### config.mk
export PLATFORM = sky130hd
export DESIGN_NAME = cop_stall_ctrl
export DESIGN_NICKNAME = d
export VERILOG_FILES = /design/src/rtl/cop_stall_pkg.sv /design/src/rtl/cop_busy_timer.sv /design/src/rtl/cop_stall_fsm.sv /design/src/rtl/cop_hs_encode.sv /design/src/rtl/cop_stall_ctrl.sv
export SDC_FILE = /design/constraint.sdc
export NUM_CORES = 1
export LEC_CHECK = 0
export BUFFER_PORTS_ARGS = -buffer_cell sky130_fd_sc_hd__clkbuf_2
export CAP_MARGIN = 20
export CELL_PAD_IN_SITES_DETAIL_PLACEMENT = 2
export CELL_PAD_IN_SITES_GLOBAL_PLACEMENT = 2
export CORE_UTILIZATION = 29
export DETAILED_ROUTE_END_ITERATION = 8
export MAX_ROUTING_LAYER = met4
export PLACE_DENSITY_LB_ADDON = 0.1
export SYNTH_ARGS = -nofsm -noshare
export SYNTH_HDL_FRONTEND = slang
export SYNTH_HIERARCHICAL = 1
export SYNTH_SLANG_ARGS = --single-unit
### constraint.sdc
create_clock -name clk -period 1.8 [get_ports clk]
set_clock_uncertainty 0.1 [all_clocks]
set_input_delay 0 -clock clk [delete_from_list [all_inputs] [get_ports clk]]
set_output_delay 0 -clock clk [all_outputs]
set_load 0.01 [all_outputs]
### src/rtl/cop_stall_pkg.sv
package cop_stall_pkg;

  // Handshake code shared by the decode and execute buses
  typedef enum logic [1:0] {
    HS_ABSENT = 2'b00,
    HS_WAIT   = 2'b01,
    HS_GO     = 2'b10,
    HS_LAST   = 2'b11
  } hs_code_t;

  typedef enum logic [2:0] {
    ST_IDLE     = 3'd0,
    ST_DEC_WAIT = 3'd1,
    ST_EXE_WAIT = 3'd2,
    ST_EXE_GO   = 3'd3,
    ST_ABANDON  = 3'd4
  } cs_state_t;

endpackage

### src/rtl/cop_busy_timer.sv
module cop_busy_timer #(
  parameter int BUSY_CYCLES = 6
) (
  input  logic clk,
  input  logic rst,
  input  logic load,
  output logic busy
);

  localparam int CW = (BUSY_CYCLES < 1) ? 1 : $clog2(BUSY_CYCLES + 1);
  localparam logic [CW-1:0] RELOAD = CW'(BUSY_CYCLES);

  logic [CW-1:0] cnt_q;

  always_ff @(posedge clk) begin
    if (rst) begin
      cnt_q <= '0;
    end else if (load) begin
      cnt_q <= RELOAD;
    end else if (cnt_q != '0) begin
      cnt_q <= cnt_q - CW'(1);
    end
  end

  assign busy = (cnt_q != '0);

endmodule

### src/rtl/cop_stall_fsm.sv
module cop_stall_fsm
  import cop_stall_pkg::*;
#(
  parameter int XFER_BEATS = 2,
  parameter int BW         = 1
) (
  input  logic            clk,
  input  logic            rst,
  input  logic            ins_valid,
  input  logic            dec_adv,
  input  logic            pass_ok,
  input  logic            busy,
  output cs_state_t       st_q,
  output cs_state_t       st_nxt,
  output logic [BW-1:0]   beat_nxt,
  output logic            commit_c
);

  localparam logic [BW-1:0] LAST_BEAT = BW'(XFER_BEATS - 1);

  logic [BW-1:0] beat_q;

  always_ff @(posedge clk) begin
    if (rst) begin
      st_q <= ST_IDLE;
    end else begin
      st_q <= st_nxt;
    end
  end

  // Beat counter only exists when an instruction spans several beats
  generate
    if (XFER_BEATS > 1) begin : g_multi_beat
      always_ff @(posedge clk) begin
        if (rst) begin
          beat_q <= '0;
        end else begin
          beat_q <= beat_nxt;
        end
      end
    end else begin : g_single_beat
      assign beat_q = '0;
    end
  endgenerate

  always_comb begin
    st_nxt   = st_q;
    beat_nxt = beat_q;
    commit_c = 1'b0;
    case (st_q)
      ST_EXE_WAIT: begin
        // pass is re-examined on every waiting cycle; abandon wins over busy clearing
        if (!pass_ok) begin
          st_nxt = ST_ABANDON;
        end else if (!busy) begin
          st_nxt   = ST_EXE_GO;
          beat_nxt = '0;
        end
      end
      ST_EXE_GO: begin
        if ((beat_q == '0) && !pass_ok) begin
          st_nxt = ST_ABANDON;
        end else if (beat_q == LAST_BEAT) begin
          st_nxt   = ST_IDLE;
          commit_c = 1'b1;
        end else begin
          beat_nxt = beat_q + BW'(1);
        end
      end
      default: begin
        // IDLE, DEC_WAIT and ABANDON all accept a new instruction
        beat_nxt = '0;
        if (ins_valid && dec_adv) begin
          st_nxt = busy ? ST_EXE_WAIT : ST_EXE_GO;
        end else if (ins_valid && busy) begin
          st_nxt = ST_DEC_WAIT;
        end else begin
          st_nxt = ST_IDLE;
        end
      end
    endcase
  end

endmodule

### src/rtl/cop_hs_encode.sv
module cop_hs_encode
  import cop_stall_pkg::*;
#(
  parameter int XFER_BEATS = 2,
  parameter int BW         = 1
) (
  input  logic          clk,
  input  logic          rst,
  input  cs_state_t     st_q,
  input  cs_state_t     st_nxt,
  input  logic [BW-1:0] beat_nxt,
  input  logic          ins_valid,
  input  logic          busy,
  input  logic          commit_c,
  output logic [1:0]    hs_dec,
  output logic [1:0]    hs_exe,
  output logic          cp_commit,
  output logic          cp_drop
);

  localparam logic [BW-1:0] LAST_BEAT = BW'(XFER_BEATS - 1);

  hs_code_t dec_nxt;
  hs_code_t exe_nxt;
  logic     occupied;

  assign occupied = (st_q == ST_EXE_WAIT) || (st_q == ST_EXE_GO);

  always_comb begin
    if (!ins_valid) begin
      dec_nxt = HS_ABSENT;
    end else if (busy || occupied) begin
      dec_nxt = HS_WAIT;
    end else begin
      dec_nxt = HS_GO;
    end
  end

  always_comb begin
    case (st_nxt)
      ST_EXE_WAIT: exe_nxt = HS_WAIT;
      ST_EXE_GO:   exe_nxt = (beat_nxt == LAST_BEAT) ? HS_LAST : HS_GO;
      default:     exe_nxt = HS_ABSENT;
    endcase
  end

  always_ff @(posedge clk) begin
    if (rst) begin
      hs_dec    <= HS_ABSENT;
      hs_exe    <= HS_ABSENT;
      cp_commit <= 1'b0;
      cp_drop   <= 1'b0;
    end else begin
      hs_dec    <= dec_nxt;
      hs_exe    <= exe_nxt;
      cp_commit <= commit_c;
      cp_drop   <= (st_nxt == ST_ABANDON);
    end
  end

endmodule

### src/rtl/cop_stall_ctrl.sv
module cop_stall_ctrl
  import cop_stall_pkg::*;
#(
  parameter int BUSY_CYCLES = 6,
  parameter int XFER_BEATS  = 2
) (
  input  logic       clk,
  input  logic       rst,
  input  logic       ins_valid,
  input  logic       dec_adv,
  input  logic       cpu_pass,
  input  logic       late_cancel,
  output logic [1:0] hs_dec,
  output logic [1:0] hs_exe,
  output logic       cp_commit,
  output logic       cp_drop
);

  localparam int BW = (XFER_BEATS > 1) ? $clog2(XFER_BEATS) : 1;

  logic          busy;
  logic          commit_c;
  logic          pass_ok;
  cs_state_t     st_q;
  cs_state_t     st_nxt;
  logic [BW-1:0] beat_nxt;

  assign pass_ok = cpu_pass && !late_cancel;

  cop_busy_timer #(
    .BUSY_CYCLES(BUSY_CYCLES)
  ) u_timer (
    .clk (clk),
    .rst (rst),
    .load(commit_c),
    .busy(busy)
  );

  cop_stall_fsm #(
    .XFER_BEATS(XFER_BEATS),
    .BW        (BW)
  ) u_fsm (
    .clk      (clk),
    .rst      (rst),
    .ins_valid(ins_valid),
    .dec_adv  (dec_adv),
    .pass_ok  (pass_ok),
    .busy     (busy),
    .st_q     (st_q),
    .st_nxt   (st_nxt),
    .beat_nxt (beat_nxt),
    .commit_c (commit_c)
  );

  cop_hs_encode #(
    .XFER_BEATS(XFER_BEATS),
    .BW        (BW)
  ) u_enc (
    .clk      (clk),
    .rst      (rst),
    .st_q     (st_q),
    .st_nxt   (st_nxt),
    .beat_nxt (beat_nxt),
    .ins_valid(ins_valid),
    .busy     (busy),
    .commit_c (commit_c),
    .hs_dec   (hs_dec),
    .hs_exe   (hs_exe),
    .cp_commit(cp_commit),
    .cp_drop  (cp_drop)
  );

endmodule

==> metrics.txt <==
P_leak=0.326 nW; Crit Path Class=flip-flop to flip-flop; drc violations=0; Yosys cell types=32; final slew viol count=0; 1st-iter DRT viols=3; final hold violation count=0; Post-CTS Setup Inserts=0; total number of vias=514; Ports=12; Hold Slack=0.0471 ns; die height=48.3 um; CTS max path bufs=2; clk slew on worst S/H paths=0.08 ns; Num Clock Sinks=13; Achievable Freq=598 MHz; Tmin final=1.67 ns; Worst Path Arrival=1.76 ns; die width=48.3 um; predominant post-synthesis flop cell=dfxtp_1; status=completed; Cell Chain, Critical Path=or2_2, inv_1, ha_1, inv_1, nand3_1, o211ai_1, nor2b_4, nor4b_2; first-pass GRT wire length=2090 um; area of the die=0.00233 mm^2; largest net degree at the start of global routing=15; Max H-tree Level=1; FF+latch count, synth=13; Pwr Total=0.691 mW; DP HPWL=1010 um; RSZ-0062 raised after global routing=yes; Initial Utilization=31.3%; Max-Slew Margin vs Limit=76.6%; number of synthesized flops with an enable pin=0; I/O Buffers=11; Post-Syn Instances=60; Clk Latency, worst-skew pair=0.27 ns; CP Data Required Time=1.89 ns; # rows=16; Syn Area/Cell=10.3 um^2; Switch Pwr=0.200 mW; final setup vio count=0; clock share of power=25.7%; max-cap viol count=0; crit-path max FO=4; Core ar.=0.00198 mm^2; total CTS buffers=3; Ant. Diodes=0; Routed Wire Length=1320 um; register area share after synthesis=41.9%; yosys warns=6; First-pass DRT Iterations=3; Placer Congestion=0.726; Worst Setup End Kind=flip-flop; total global routing overflow=0; Async SR Flop Fraction=0%; antenna violations before repair=0; peak supply drop=0.000307 V; Hold Path Class=input pin to flip-flop; Area Overhead vs Synth=27.0%; Synth Net Count=68; critical path launch point type=flip-flop; crit-path most repeated cell=inv_1; nets=89; CP max stage delay=0.32 ns; mapped cell area=621 um^2; worst-margin pin slew=0.350 ns; Cell Pwr Density=877 mW/mm^2; period utilization=92.8%; number of routed nets with antenna violations=0; Flop pwr share=47.6%; CTS Root Cell=clkbuf_4; CTS tree=built; number of global-route vias before repair=472; Switching Share=28.9%; Internal=0.491 mW; DR WL/cell=12.3 um; Vias per Instance=4.80; layout cells sized above 1=36.3%; slowest stage cell, crit path=dfxtp_1; aggregate global-route resource usage=14.5%; Logic pwr share=26.7%
## sequential cells by signal, summed over array words and instances, names as in the netlist
register / count
u_fsm/beat_q: 1
u_enc/hs_exe: 2
u_timer/cnt_q: 3
u_enc/cp_commit: 1
u_fsm/st_q: 3
u_enc/cp_drop: 1
u_enc/hs_dec: 2
## final cells by class
class	count	area, um^2
Inverter	6	22.5
Tap cell	27	33.8
Fill cell	219	1190
Timing Repair Buffer	17	108
Clock buffer	4	26.3
Multi-Input combinational cell	40	337
Sequential cell	13	262
## repair_timing
action,4_1_cts,5_1_grt
hold buffers,3,0
endpoints found under the hold margin,4,0
resized for setup,0,4
endpoints found under the setup margin,0,3
## through the flow
stage	std cells	setup TNS (ns)	util, %	setup slack [ns]	instance area, um^2
2_1_floorplan	60	0	-	0.0835	621
6_report	107	0	39.8	0.129	788
3_3_place_gp	100	0	36.4	0.103	721
3_5_place_dp	100	0	36.4	0.0805	721
5_1_grt	107	-0.00376	39.8	-0.00330	788
4_1_cts	107	0	39.2	0.0562	777
## cell usage after synthesis (all sizes together) (2+ instances only)
master | instances | area, um^2
o21ai | 2 | 10.0
a31oi | 2 | 12.5
ha | 2 | 25.0
nor3b | 2 | 20.0
nand2b | 3 | 33.8
nor4b | 2 | 23.8
inv | 6 | 22.5
nand2 | 3 | 11.3
dfxtp | 13 | 260
nor2b | 4 | 40.0
a21oi | 4 | 20.0
## layout by cell type, fill, tap and decap left out, types with 2 or more instances in the layout
cell,synthesis,routed
a21oi_1,4,3
a31oi_1,2,2
buf_4,0,3
clkbuf_2,0,11
clkbuf_4,0,3
dfxtp_1,13,12
dlygate4sd3_1,0,3
ha_1,2,2
inv_1,6,6
nand2_1,3,3
nand2b_4,2,2
nor2b_1,2,2
nor2b_4,2,2
## cells by family after synthesis
group                    count (synthesis)  share of synthesized area (%)
AO/OA/AOI/OAI                           11                           10.7
XOR/XNOR                                 1                           1.41
adder cells (fa/ha/maj)                  2                           4.03
buffers and inverters                    7                           5.44
flip-flops                              13                           41.9
multiplexers                             1                           1.61
AND/OR/NAND/NOR                         25                           34.9
## final timing paths
check	start	to	slack (ns)	cells after the start
setup / recovery	u_timer/cnt_q[1]	u_enc/hs_exe[0]	0.13	8
hold / removal	late_cancel	u_fsm/beat_q	0.05	4
setup reg to reg	u_timer/cnt_q[1]	u_enc/hs_exe[0]	0.13	8
hold reg to reg	u_timer/cnt_q[1]	u_timer/cnt_q[1]	0.45	2
## critical path, delay by kind of cell (launching register included)
| kind | cells | cell delay (ns) |
|---|---|---|
| buffers and inverters | 2 | 0.15 |
| adder cells (fa/ha/maj) | 1 | 0.15 |
| AO/OA/AOI/OAI | 1 | 0.13 |
| flip-flops | 1 | 0.32 |
| AND/OR/NAND/NOR | 4 | 0.73 |
## routing by layer
layer / routed length [um] / global-route usage [%]
met1: 587 / 15.7
met2: 640 / 21.6
met3: 62 / 6.67
met4: 29 / 8.33
met5: 0 / -
## power groups by stage
stage / Combinational [mW] / Clock (mW) / Sequential, mW
after detailed placement: 0.181 / 0 / 0.334
final: 0.185 / 0.177 / 0.329
after CTS: 0.186 / 0.196 / 0.327
after global placement: 0.176 / 0 / 0.332
after floorplan: 0.110 / 0 / 0.333
after global routing: 0.207 / 0.208 / 0.334
Note: power is estimated with default switching activity, not from simulation.
